$ cat src/rtl/bsd_pkg.sv
package bsd_pkg;

  localparam int OPC_W = 5;
  localparam int FLG_W = 4;

  // flag positions inside the flags vector
  localparam int FLG_C  = 0;
  localparam int FLG_Z  = 1;
  localparam int FLG_OV = 2;
  localparam int FLG_N  = 3;

  typedef enum logic [OPC_W-1:0] {
    OPC_IDLE      = 5'd0,
    OPC_BR_ALWAYS = 5'd1,
    OPC_BR_CARRY  = 5'd2,
    OPC_BR_NCARRY = 5'd3,
    OPC_BR_NEG    = 5'd4,
    OPC_BR_NNEG   = 5'd5,
    OPC_BR_OVF    = 5'd6,
    OPC_BR_NOVF   = 5'd7,
    OPC_BR_ZERO   = 5'd8,
    OPC_BR_NZERO  = 5'd9,
    OPC_CALL_REL  = 5'd10,
    OPC_SK_BITCLR = 5'd11,
    OPC_SK_BITSET = 5'd12,
    OPC_SK_EQ     = 5'd13,
    OPC_SK_GT     = 5'd14,
    OPC_SK_LT     = 5'd15,
    OPC_SK_DECZ   = 5'd16,
    OPC_SK_DECNZ  = 5'd17,
    OPC_SK_INCZ   = 5'd18,
    OPC_SK_INCNZ  = 5'd19,
    OPC_SK_TSTZ   = 5'd20
  } opc_e;

  // selection of the next PC source
  typedef enum logic [1:0] {
    NPC_SEQ  = 2'd0,
    NPC_SKIP = 2'd1,
    NPC_JUMP = 2'd2
  } npc_sel_e;

endpackage

$ cat src/rtl/bsd_flag_cond.sv
module bsd_flag_cond
  import bsd_pkg::*;
(
  input  logic [OPC_W-1:0] opc,
  input  logic [FLG_W-1:0] flags,
  output logic             is_jump,
  output logic             cond_met,
  output logic             is_call
);

  logic f_c, f_z, f_ov, f_n;

  assign f_c  = flags[FLG_C];
  assign f_z  = flags[FLG_Z];
  assign f_ov = flags[FLG_OV];
  assign f_n  = flags[FLG_N];

  always_comb begin
    is_jump  = 1'b1;
    cond_met = 1'b0;
    is_call  = 1'b0;
    case (opc)
      OPC_BR_ALWAYS: cond_met = 1'b1;
      OPC_BR_CARRY:  cond_met = f_c;
      OPC_BR_NCARRY: cond_met = ~f_c;
      OPC_BR_NEG:    cond_met = f_n;
      OPC_BR_NNEG:   cond_met = ~f_n;
      OPC_BR_OVF:    cond_met = f_ov;
      OPC_BR_NOVF:   cond_met = ~f_ov;
      OPC_BR_ZERO:   cond_met = f_z;
      OPC_BR_NZERO:  cond_met = ~f_z;
      OPC_CALL_REL: begin
        cond_met = 1'b1;
        is_call  = 1'b1;
      end
      default:       is_jump = 1'b0;
    endcase
  end

endmodule

$ cat src/rtl/bsd_skip_eval.sv
module bsd_skip_eval
  import bsd_pkg::*;
#(
  parameter int DATA_W = 8,
  parameter int BS_W   = 3
) (
  input  logic [OPC_W-1:0]  opc,
  input  logic [DATA_W-1:0] wreg,
  input  logic [DATA_W-1:0] fop,
  input  logic [BS_W-1:0]   bit_sel,
  output logic              is_skip,
  output logic              skip_hit
);

  logic [DATA_W-1:0] inc_res;
  logic [DATA_W-1:0] dec_res;
  logic              inc_zero;
  logic              dec_zero;
  logic              fop_zero;
  logic              sel_bit;
  logic              eq_w;
  logic              gt_w;
  logic              lt_w;

  assign inc_res  = fop + DATA_W'(1);
  assign dec_res  = fop - DATA_W'(1);
  assign inc_zero = (inc_res == '0);
  assign dec_zero = (dec_res == '0);
  assign fop_zero = (fop == '0);
  assign eq_w     = (fop == wreg);
  assign gt_w     = (fop > wreg);
  assign lt_w     = (fop < wreg);

  // bit picker; an index past the operand width reads as 0
  always_comb begin
    sel_bit = 1'b0;
    for (int i = 0; i < DATA_W; i++) begin
      if (BS_W'(i) == bit_sel) sel_bit = fop[i];
    end
  end

  always_comb begin
    is_skip  = 1'b1;
    skip_hit = 1'b0;
    case (opc)
      OPC_SK_BITCLR: skip_hit = ~sel_bit;
      OPC_SK_BITSET: skip_hit = sel_bit;
      OPC_SK_EQ:     skip_hit = eq_w;
      OPC_SK_GT:     skip_hit = gt_w;
      OPC_SK_LT:     skip_hit = lt_w;
      OPC_SK_DECZ:   skip_hit = dec_zero;
      OPC_SK_DECNZ:  skip_hit = ~dec_zero;
      OPC_SK_INCZ:   skip_hit = inc_zero;
      OPC_SK_INCNZ:  skip_hit = ~inc_zero;
      OPC_SK_TSTZ:   skip_hit = fop_zero;
      default:       is_skip  = 1'b0;
    endcase
  end

endmodule

$ cat src/rtl/bsd_pc_calc.sv
module bsd_pc_calc
  import bsd_pkg::*;
#(
  parameter int PC_W  = 21,
  parameter int OFS_W = 11
) (
  input  logic [PC_W-1:0]  pc,
  input  logic [OFS_W-1:0] br_ofs,
  input  npc_sel_e         sel,
  output logic [PC_W-1:0]  next_pc,
  output logic [PC_W-1:0]  ret_addr
);

  localparam int SH_W = OFS_W + 1;

  logic [PC_W-1:0] disp;
  logic [PC_W-1:0] pc_seq;
  logic [PC_W-1:0] pc_skip;
  logic [PC_W-1:0] pc_jump;

  // word displacement scaled to bytes, sign-extended or truncated to the PC width
  generate
    if (PC_W > SH_W) begin : g_sext
      assign disp = {{(PC_W-SH_W){br_ofs[OFS_W-1]}}, br_ofs, 1'b0};
    end else begin : g_trunc
      logic [SH_W-1:0] disp_full;
      assign disp_full = {br_ofs, 1'b0};
      assign disp      = disp_full[PC_W-1:0];
    end
  endgenerate

  assign pc_seq   = pc + PC_W'(2);
  assign pc_skip  = pc + PC_W'(4);
  assign pc_jump  = pc_seq + disp;
  assign ret_addr = pc_seq;

  always_comb begin
    case (sel)
      NPC_SKIP: next_pc = pc_skip;
      NPC_JUMP: next_pc = pc_jump;
      default:  next_pc = pc_seq;
    endcase
  end

endmodule

$ cat src/rtl/bsd_branch_unit.sv
module bsd_branch_unit
  import bsd_pkg::*;
#(
  parameter  int PC_W   = 21,
  parameter  int OFS_W  = 11,
  parameter  int DATA_W = 8,
  localparam int BS_W   = (DATA_W > 1) ? $clog2(DATA_W) : 1
) (
  input  logic              clk,
  input  logic              rst_n,
  input  logic              op_valid,
  input  logic [4:0]        op_class,
  input  logic [PC_W-1:0]   pc,
  input  logic [OFS_W-1:0]  br_ofs,
  input  logic [3:0]        flags,
  input  logic [DATA_W-1:0] wreg,
  input  logic [DATA_W-1:0] fop,
  input  logic [BS_W-1:0]   bit_sel,
  output logic              res_valid,
  output logic [PC_W-1:0]   next_pc,
  output logic              taken,
  output logic              skip_next,
  output logic              push_en,
  output logic [PC_W-1:0]   push_addr
);

  // reset: asserted asynchronously, released after two clock edges
  logic [1:0] rst_sync_q;
  logic       rst_int_n;

  always_ff @(posedge clk or negedge rst_n) begin
    if (!rst_n) rst_sync_q <= 2'b00;
    else        rst_sync_q <= {rst_sync_q[0], 1'b1};
  end

  assign rst_int_n = rst_sync_q[1];

  // decision logic
  logic            is_jump, cond_met, is_call;
  logic            is_skip, skip_hit;
  logic            jump_d, skip_d;
  npc_sel_e        sel_d;
  logic [PC_W-1:0] npc_d;
  logic [PC_W-1:0] ret_d;

  bsd_flag_cond u_cond (
    .opc      (op_class),
    .flags    (flags),
    .is_jump  (is_jump),
    .cond_met (cond_met),
    .is_call  (is_call)
  );

  bsd_skip_eval #(
    .DATA_W (DATA_W),
    .BS_W   (BS_W)
  ) u_skip (
    .opc      (op_class),
    .wreg     (wreg),
    .fop      (fop),
    .bit_sel  (bit_sel),
    .is_skip  (is_skip),
    .skip_hit (skip_hit)
  );

  assign jump_d = is_jump & cond_met;
  assign skip_d = is_skip & skip_hit;

  always_comb begin
    if (jump_d)      sel_d = NPC_JUMP;
    else if (skip_d) sel_d = NPC_SKIP;
    else             sel_d = NPC_SEQ;
  end

  bsd_pc_calc #(
    .PC_W  (PC_W),
    .OFS_W (OFS_W)
  ) u_pc (
    .pc       (pc),
    .br_ofs   (br_ofs),
    .sel      (sel_d),
    .next_pc  (npc_d),
    .ret_addr (ret_d)
  );

  // next-state process
  logic            valid_q, valid_nxt;
  logic            taken_q, taken_nxt;
  logic            skip_q, skip_nxt;
  logic            push_q, push_nxt;
  logic [PC_W-1:0] npc_q, npc_nxt;
  logic [PC_W-1:0] ret_q, ret_nxt;
  logic            data_en;

  assign data_en = op_valid;

  always_comb begin
    valid_nxt = op_valid;
    taken_nxt = op_valid & jump_d;
    skip_nxt  = op_valid & skip_d;
    push_nxt  = op_valid & is_call;
    npc_nxt   = npc_q;
    ret_nxt   = ret_q;
    if (data_en) begin
      npc_nxt = npc_d;
      if (is_call) ret_nxt = ret_d;
    end
  end

  // register process
  always_ff @(posedge clk or negedge rst_int_n) begin
    if (!rst_int_n) begin
      valid_q <= 1'b0;
      taken_q <= 1'b0;
      skip_q  <= 1'b0;
      push_q  <= 1'b0;
      npc_q   <= '0;
      ret_q   <= '0;
    end else begin
      valid_q <= valid_nxt;
      taken_q <= taken_nxt;
      skip_q  <= skip_nxt;
      push_q  <= push_nxt;
      npc_q   <= npc_nxt;
      ret_q   <= ret_nxt;
    end
  end

  assign res_valid = valid_q;
  assign taken     = taken_q;
  assign skip_next = skip_q;
  assign push_en   = push_q;
  assign next_pc   = npc_q;
  assign push_addr = ret_q;


  valid_follows_chk: assert property (@(posedge clk) disable iff (!rst_int_n)
    op_valid |=> res_valid);


  idle_quiet_chk: assert property (@(posedge clk) disable iff (!rst_int_n)
    !op_valid |=> (!res_valid && !taken && !skip_next && !push_en));


  jump_skip_excl_chk: assert property (@(posedge clk) disable iff (!rst_int_n)
    !(taken && skip_next));


  call_push_chk: assert property (@(posedge clk) disable iff (!rst_int_n)
    push_en |-> (taken && push_addr == PC_W'($past(pc) + PC_W'(2))));


  skip_advance_chk: assert property (@(posedge clk) disable iff (!rst_int_n)
    skip_next |-> (next_pc == PC_W'($past(pc) + PC_W'(4))));


  seq_advance_chk: assert property (@(posedge clk) disable iff (!rst_int_n)
    (res_valid && !taken && !skip_next) |-> (next_pc == PC_W'($past(pc) + PC_W'(2))));


  result_flags_gated_chk: assert property (@(posedge clk) disable iff (!rst_int_n)
    (taken || skip_next || push_en) |-> res_valid);

endmodule

$ cat config.mk
export PLATFORM = sky130hd
export DESIGN_NAME = bsd_branch_unit
export DESIGN_NICKNAME = d
export VERILOG_FILES = /design/src/rtl/bsd_pkg.sv /design/src/rtl/bsd_flag_cond.sv /design/src/rtl/bsd_skip_eval.sv /design/src/rtl/bsd_pc_calc.sv /design/src/rtl/bsd_branch_unit.sv
export SDC_FILE = /design/constraint.sdc
export NUM_CORES = 1
export LEC_CHECK = 0
export ABC_AREA = 1
export BUFFER_PORTS_ARGS = -buffer_cell sky130_fd_sc_hd__clkbuf_2
export CELL_PAD_IN_SITES_DETAIL_PLACEMENT = 1
export CELL_PAD_IN_SITES_GLOBAL_PLACEMENT = 1
export CORE_ASPECT_RATIO = 1.1
export CORE_UTILIZATION = 41
export CTS_CLUSTER_DIAMETER = 80
export DETAILED_ROUTE_END_ITERATION = 10
export PLACE_DENSITY = 0.95
export SYNTH_ARGS = -nofsm -noshare
export SYNTH_HDL_FRONTEND = slang
export SYNTH_SLANG_ARGS = --single-unit
export TNS_END_PERCENT = 5
$ cat constraint.sdc
create_clock -name clk -period 3.2 [get_ports clk]
set_input_delay 0.32 -clock clk [delete_from_list [all_inputs] [get_ports clk]]
set_output_delay 0.32 -clock clk [all_outputs]
set_load 0.02 [all_outputs]
Word-level counts from Yosys, hierarchy flattened
Index checks and enable logic that the tools add are counted.
{ "word_totals": {"mem_bits_rw": 0, "out_inout_bits": 46, "mem_bits_ro": 0, "latch_bits": 0, "elab_cells": 80, "regBits": 48, "memories": 0, "inputBits": 63} }
{ "classes": {"magnitude_cmp": 2, "n_reduce_logical": 8, "div_mod_pow": 0, "add_sub_neg": 5, "mux": 16, "bitwise": 12, "mul": 0, "eq_ne": 30, "shifts": 0} }
{ "op_table": {"columns": ["cell", "n"], "rows": [
  ["one-hot mux 21 bit (2 select lines)", 1],
  ["equality test 5 x 4 -> 1 bit (second input constant)", 8],
  ["equality test 5 bit (second input constant)", 5],
  ["logical NOT 8 bit", 3],
  ["adder 21 x 2 -> 21 bit (second input constant)", 1],
  ["adder 21 bit", 1],
  ["adder 21 x 3 -> 21 bit (second input constant)", 1],
  ["equality test 5 x 3 -> 1 bit (second input constant)", 4],
  ["OR reduction 10 bit", 2],
  ["equality test 3 bit (first input constant)", 4],
  ["two-way mux 1 bit", 12],
  ["equality test 5 x 2 -> 1 bit (second input constant)", 2],
  ["one-hot mux 1 bit (10 select lines)", 1],
  ["one-hot mux 1 bit (9 select lines)", 1],
  ["adder 8 x 1 -> 8 bit (second input constant)", 1],
  ["equality test 8 bit", 1],
  ["greater-than comparator 8 bit", 1],
  ["less-than comparator 8 bit", 1],
  ["subtractor 8 x 1 -> 8 bit (second input constant)", 1],
  ["NOT 1 bit", 7],
  ["equality test 2 x 3 -> 1 bit (first input constant)", 2],
  ["bitwise AND 1 bit", 5],
  ["equality test 5 x 1 -> 1 bit (second input constant)", 1],
  ["equality test 1 x 3 -> 1 bit (first input constant)", 1],
  ["6 further kinds", 6]
]} }

Depth between registers and ports, before layout
{ "depth": {"depth_word": 16, "mapped_depth": 23, "depth_no_buf": 23} }

Hierarchy
Synthesis repeated with hierarchy kept, for this count alone.
{ "unflattened": {"cells_unflattened": 811, "hier_area_um2": 5132.4} }
{ "by_module_without_submodules": {"columns": ["mod", "n_inst", "seq_area_each_um2", "cells_per_inst", "area_per_inst_um2"], "rows": [
  ["bsd_pc_calc", 1, 0.0, 446, 2478.6],
  ["bsd_branch_unit", 1, 1201.2, 195, 1830.5],
  ["bsd_skip_eval", 1, 0.0, 125, 611.8],
  ["bsd_flag_cond", 1, 0.0, 45, 211.5]
]} }

Least setup slack after synthesis
OpenSTA, ideal clock, no wires.
{ "synth_path": {"path_type": "input to register", "startpoint": "input pc[2]", "endpoint": "register npc_q[15], in the netlist next_pc[15]", "required_ps": 3087, "path_slack_ps": 577, "cell_stages": 22, "arrival_time_ps": 2510, "path_cell_list": "ha_1 nand2_1 nor2_2 inv_1 nor2_2 nand2_1 xor2_1 nand2_1 o21a_1 inv_1 ha_1 nand2_1 nor2_1 inv_1 nor3_1 nand2_1 nand3_1 nand2_1 a21oi_1 nand3_1 nand2_1 inv_1"} }
{ "synth_via": {"elab_chain_cells": 3} }
{ "synth_lines": {"columns": ["item", "line_no", "source"], "rows": [
  ["start, declared", "bsd_branch_unit.sv:13", "input logic [PC_W-1:0] pc,"],
  ["adder 21 x 2 -> 21 bit", "bsd_pc_calc.sv:32", "assign pc_seq = pc + PC_W'(2);"],
  ["via ret_d[12]", "bsd_branch_unit.sv:44", "logic [PC_W-1:0] ret_d;"],
  ["adder 21 bit", "bsd_pc_calc.sv:34", "assign pc_jump = pc_seq + disp;"],
  ["one-hot mux 21 bit (2 select lines)", "bsd_pc_calc.sv:38", "case (sel)"],
  ["end signal, assigned", "bsd_branch_unit.sv:124", "npc_q <= npc_nxt;"],
  ["end, declared", "bsd_branch_unit.sv:91", "logic [PC_W-1:0] npc_q, npc_nxt;"]
]} }
The timed path passes the listed nets, and every way through them passes these cells.
A chain may end at the register's enable or synchronous reset.

Final worst setup path
{ "layout_path": {"startpoint": "input pc[3]", "endpoint": "register npc_q[15], in the netlist next_pc[15]"} }
Same word-level chain as after synthesis.

==> impl_summary.md <==
STA
The worst slew margin relative to its limit is 28.2%. The worst clock skew on the final layout is approximately 5.4 ps. Setup violations remaining at the end of the flow were counted as 0. The maximum frequency from static timing analysis is about 0.33 GHz. Setup repair after global routing could not meet its margin everywhere. The worst path uses between 90 and 100% of the clock period.

The hold violation count in the final report came to 0. The number of pins exceeding their max-slew limit in the final report is 0. The post-route minimum period is 2990 ps.

The slew at the pin closest to its max-slew limit is about 1100 ps.

Worst setup path
The most repeated library cell on the critical path is nand2_1. The required time at the worst-slack endpoint is 3400 ps. On the worst path, the slowest cell contributes a delay of about 300 ps. Among cell families on the critical path, the largest total delay comes from simple AND/OR/NAND/NOR gates. In this run the worst path has a maximum fanout of 5.

The critical path data arrival time is about 3200 ps. The largest individual stage delay along the critical path comes from the cell ha_4. The sort of element at the end of the critical path is a flop.

Walking the worst path, the cells encountered are clkbuf_2 > ha_2 > nand2_1 > nor2_4 > inv_1 > nor2_4 > nand2_1 > xor2_1 > nand2_1 > o21a_1 > inv_1 > ha_4 > nand2_2 > nor2_2 > inv_1 > nor3_1 > nand2_1 > nand3_1 > nand2_1 > a21oi_1 > nand3_1 > nand2_1 > inv_1. The worst setup path is of the input port to flop kind. STA classifies the critical path startpoint as an input port. The worst path buffer plus inverter count is 5.

Layout
The sequential standard cell area is between 0.001 and 0.0015 mm². Of the cells placed in the final design, the portion with a size suffix greater than 1 is between 10% and 20%. The fill cell instance count of the final layout is roughly 1700.

Relative to the synthesized area, the layout overhead comes to 20.9%. 0 antenna diodes ended up in the layout. Summing all multi-input logic gate instances after layout gives between 0.003 and 0.004 mm². The final cell count without fillers is 1109. The total number of nets in the final design is 1047.

The leading cell type in the layout, fill and taps excluded is nand2_1. The library cells used most frequently in the layout, excluding fill and tap cells, are nand2_1 (301), inv_1 (115), clkbuf_2 (108). Measured on the finished design, the core utilization comes to between 50% and 60%.

Global route
For this run, the total global-route usage over all layers was measured as between 30 and 40%. The via count of the first global-routing pass is around 6500. The number of antenna violations at the first check in global routing is 0. The leftover overflow at the end of global routing is 0. The first global-routing pass estimated ~32000 µm of wire. The pin count of the biggest net entering global routing is between 40 and 50.

Clock tree
The root buffer cell chosen for the clock tree is clkbuf_16. CTS saw 48 sinks. Clock-pin slew was measured on the worst setup and hold paths at ~70 ps.

At the later pin of the worst-skew pair, clock insertion delay measures a little over 300 ps. The CTS tree is built. The clock buffer count from CTS is 5. CTS built an H-tree with a depth of 2. The number of buffers on the longest clock path is 2.

Drt
The number of detailed-routing iterations run before antenna repair is 5. The number of vias per cell after detailed routing is about 5.5. The via count of the routed design is 6132. The total DRC errors in the routed layout is 0.

In this run the remaining antenna-violating nets after routing total 0. The routed design has approximately 20000 µm of wire. For this block, the initial DRC count from the detailed router was around 420.

Dividing the detail-routed wire length by the instance count gives between 15 and 20 µm.

Synth
During synthesis, Yosys emitted a total of 0 warnings. The number of distinct standard cells referenced by the synthesized netlist is 36. The number of nets in the synthesized netlist is between 900 and 1000.

The share of the Yosys chip area taken by registers is 24.0%. The mean cell area of the mapped netlist is ~6 µm². The synthesized instance count is a little over 800. In this run, synthesis produced a sequential element count of 48. The total standard cell area after synthesis is between 0.005 and 0.006 mm².

Place
The post-detailed-placement half-perimeter wirelength is around 15000 µm. The number of buffer cells added on primary ports is between 100 and 150. The weighted congestion at the end of routability-driven global placement is a little under 1. After detailed placement, the design holds a cell count of 1100.

Die
In this run the vertical extent of the chip is between 100 and 150 µm. 109 I/O pins were placed. Once the floorplan was initialized, standard cells occupied 41.8% of the core. The area of the core is about 0.012 mm². The cell row count is 42. Measured along the x axis, the die boundary spans 107 µm. The area of the die is approximately 0.013 mm².

Pwr
Power spread over the standard cell area amounts to between 400 and 500 mW/mm². The maximum vdd ir drop is approximately 230 µV. In this run the static leakage power is ~3.5 nW.

Run status
The flow ran to the end, and the final reports show no timing, DRC or antenna violations.

Job
The number of max-cap violations is 0.

Min path
The class of the tightest hold or removal check is input port to flop.
==> repair_timing <==
| item | 4_1_cts | 5_1_grt |
|---|---|---|
| endpoints found under the hold margin | 2 | 0 |
| resized for setup | 0 | 8 |
| endpoints found under the setup margin | 0 | 9 |
| setup buffers | 0 | 0 |
| hold buffers | 1 | 0 |
==> state kept, by name (all words and copies together) (netlist names) <==
name / count
next_pc: 21
push_addr: 21
res_valid: 1
taken: 1
push_en: 1
skip_next: 1
rst_sync_q: 2
==> power breakdown <==
part | switching [mW] | leakage (nW) | internal [mW] | total [mW]
sequential | 0.0821 | 0.589 | 0.704 | 0.786
clock | 0.264 | 0.0944 | 0.451 | 0.716
combinational | 0.652 | 2.83 | 0.336 | 0.988
total | 0.998 | 3.51 | 1.49 | 2.49
==> cells in the mapped netlist (all sizes together) <==
cell type	count	share of area [%]
conb	1	0.075
o211ai	1	0.15
nand2	304	23
nand4	28	3.5
inv	118	8.8
o21ai	15	1.5
a21o	1	0.15
nor2	105	8.4
fa	1	0.40
nor3	6	0.80
a21oi	27	2.8
ha	29	7.2
dfrtp	48	24
xor2	26	4.5
nand3b	11	1.6
o21bai	1	0.15
nand3	63	6.6
o21a	1	0.15
xnor2	9	1.6
or2	12	1.5
clkbuf	5	0.57
nor3b	1	0.25
a31oi	1	0.12
buf	13	2.2
clkinv	1	0.075
==> per-stage QoR <==
stage               setup TNS (ps)  setup WS, ps  instance area [µm²]  power, mW  hold slack [ps]
floorplan                        0           577                 5010       1.37             24.4
global placement                 0           214                 5820       1.69              107
detailed placement           -10.6         -10.6                 5820       1.74              108
CTS                              0          25.5                 6020       2.47              245
global route                 -8.51         -8.51                 6060       2.60              276
finish                           0           205                 6060       2.49              249
==> per-layer routing <==
metal	track usage, %	wire length (µm)
met2	58.5	10100
met5	0	0
met3	5.20	972
met1	35.1	7710
met4	23.5	1460
==> layout make-up <==
cell class | instances | share of cell area (%)
clock buffer | 5 | 2.06
timing repair buffer | 137 | 12.6
inverter | 119 | 7.37
clock inverter | 3 | 1.14
multi-input combinational | 643 | 53.9
sequential | 48 | 19.8
tap | 154 | 3.18
==> cell families (layout without fill, tap and decap cells) <==
logic type	after synthesis	count (layout)	share of synthesized area [%]
AO/OA/AOI/OAI	47	47	4.99
XOR/XNOR	35	35	6.12
adder cells (fa/ha/maj)	30	30	7.64
buffers and inverters	137	264	11.7
flip-flops	48	48	24.0
other	1	1	0.0748
AND/OR/NAND/NOR	530	530	45.6
==> path summary, 6_finish.rpt <==
path,cells past startpoint,from,endpoint,slack [ps]
worst max-delay path,23,pc[3],next_pc[15]$_DFFE_PN0P_,210
worst min-delay path,3,pc[0],push_addr[0]$_DFFE_PN0P_,250
worst max register to register,0,rst_sync_q[1]$_DFF_PN0_,next_pc[14]$_DFFE_PN0P_,2060
worst min register to register,0,rst_sync_q[0]$_DFF_PN0_,rst_sync_q[1]$_DFF_PN0_,350
max in group asynchronous,0,rst_sync_q[1]$_DFF_PN0_,next_pc[14]$_DFFE_PN0P_,2060
min in group asynchronous,2,rst_n,rst_sync_q[1]$_DFF_PN0_,320
Note: power is estimated with default switching activity, not from simulation.
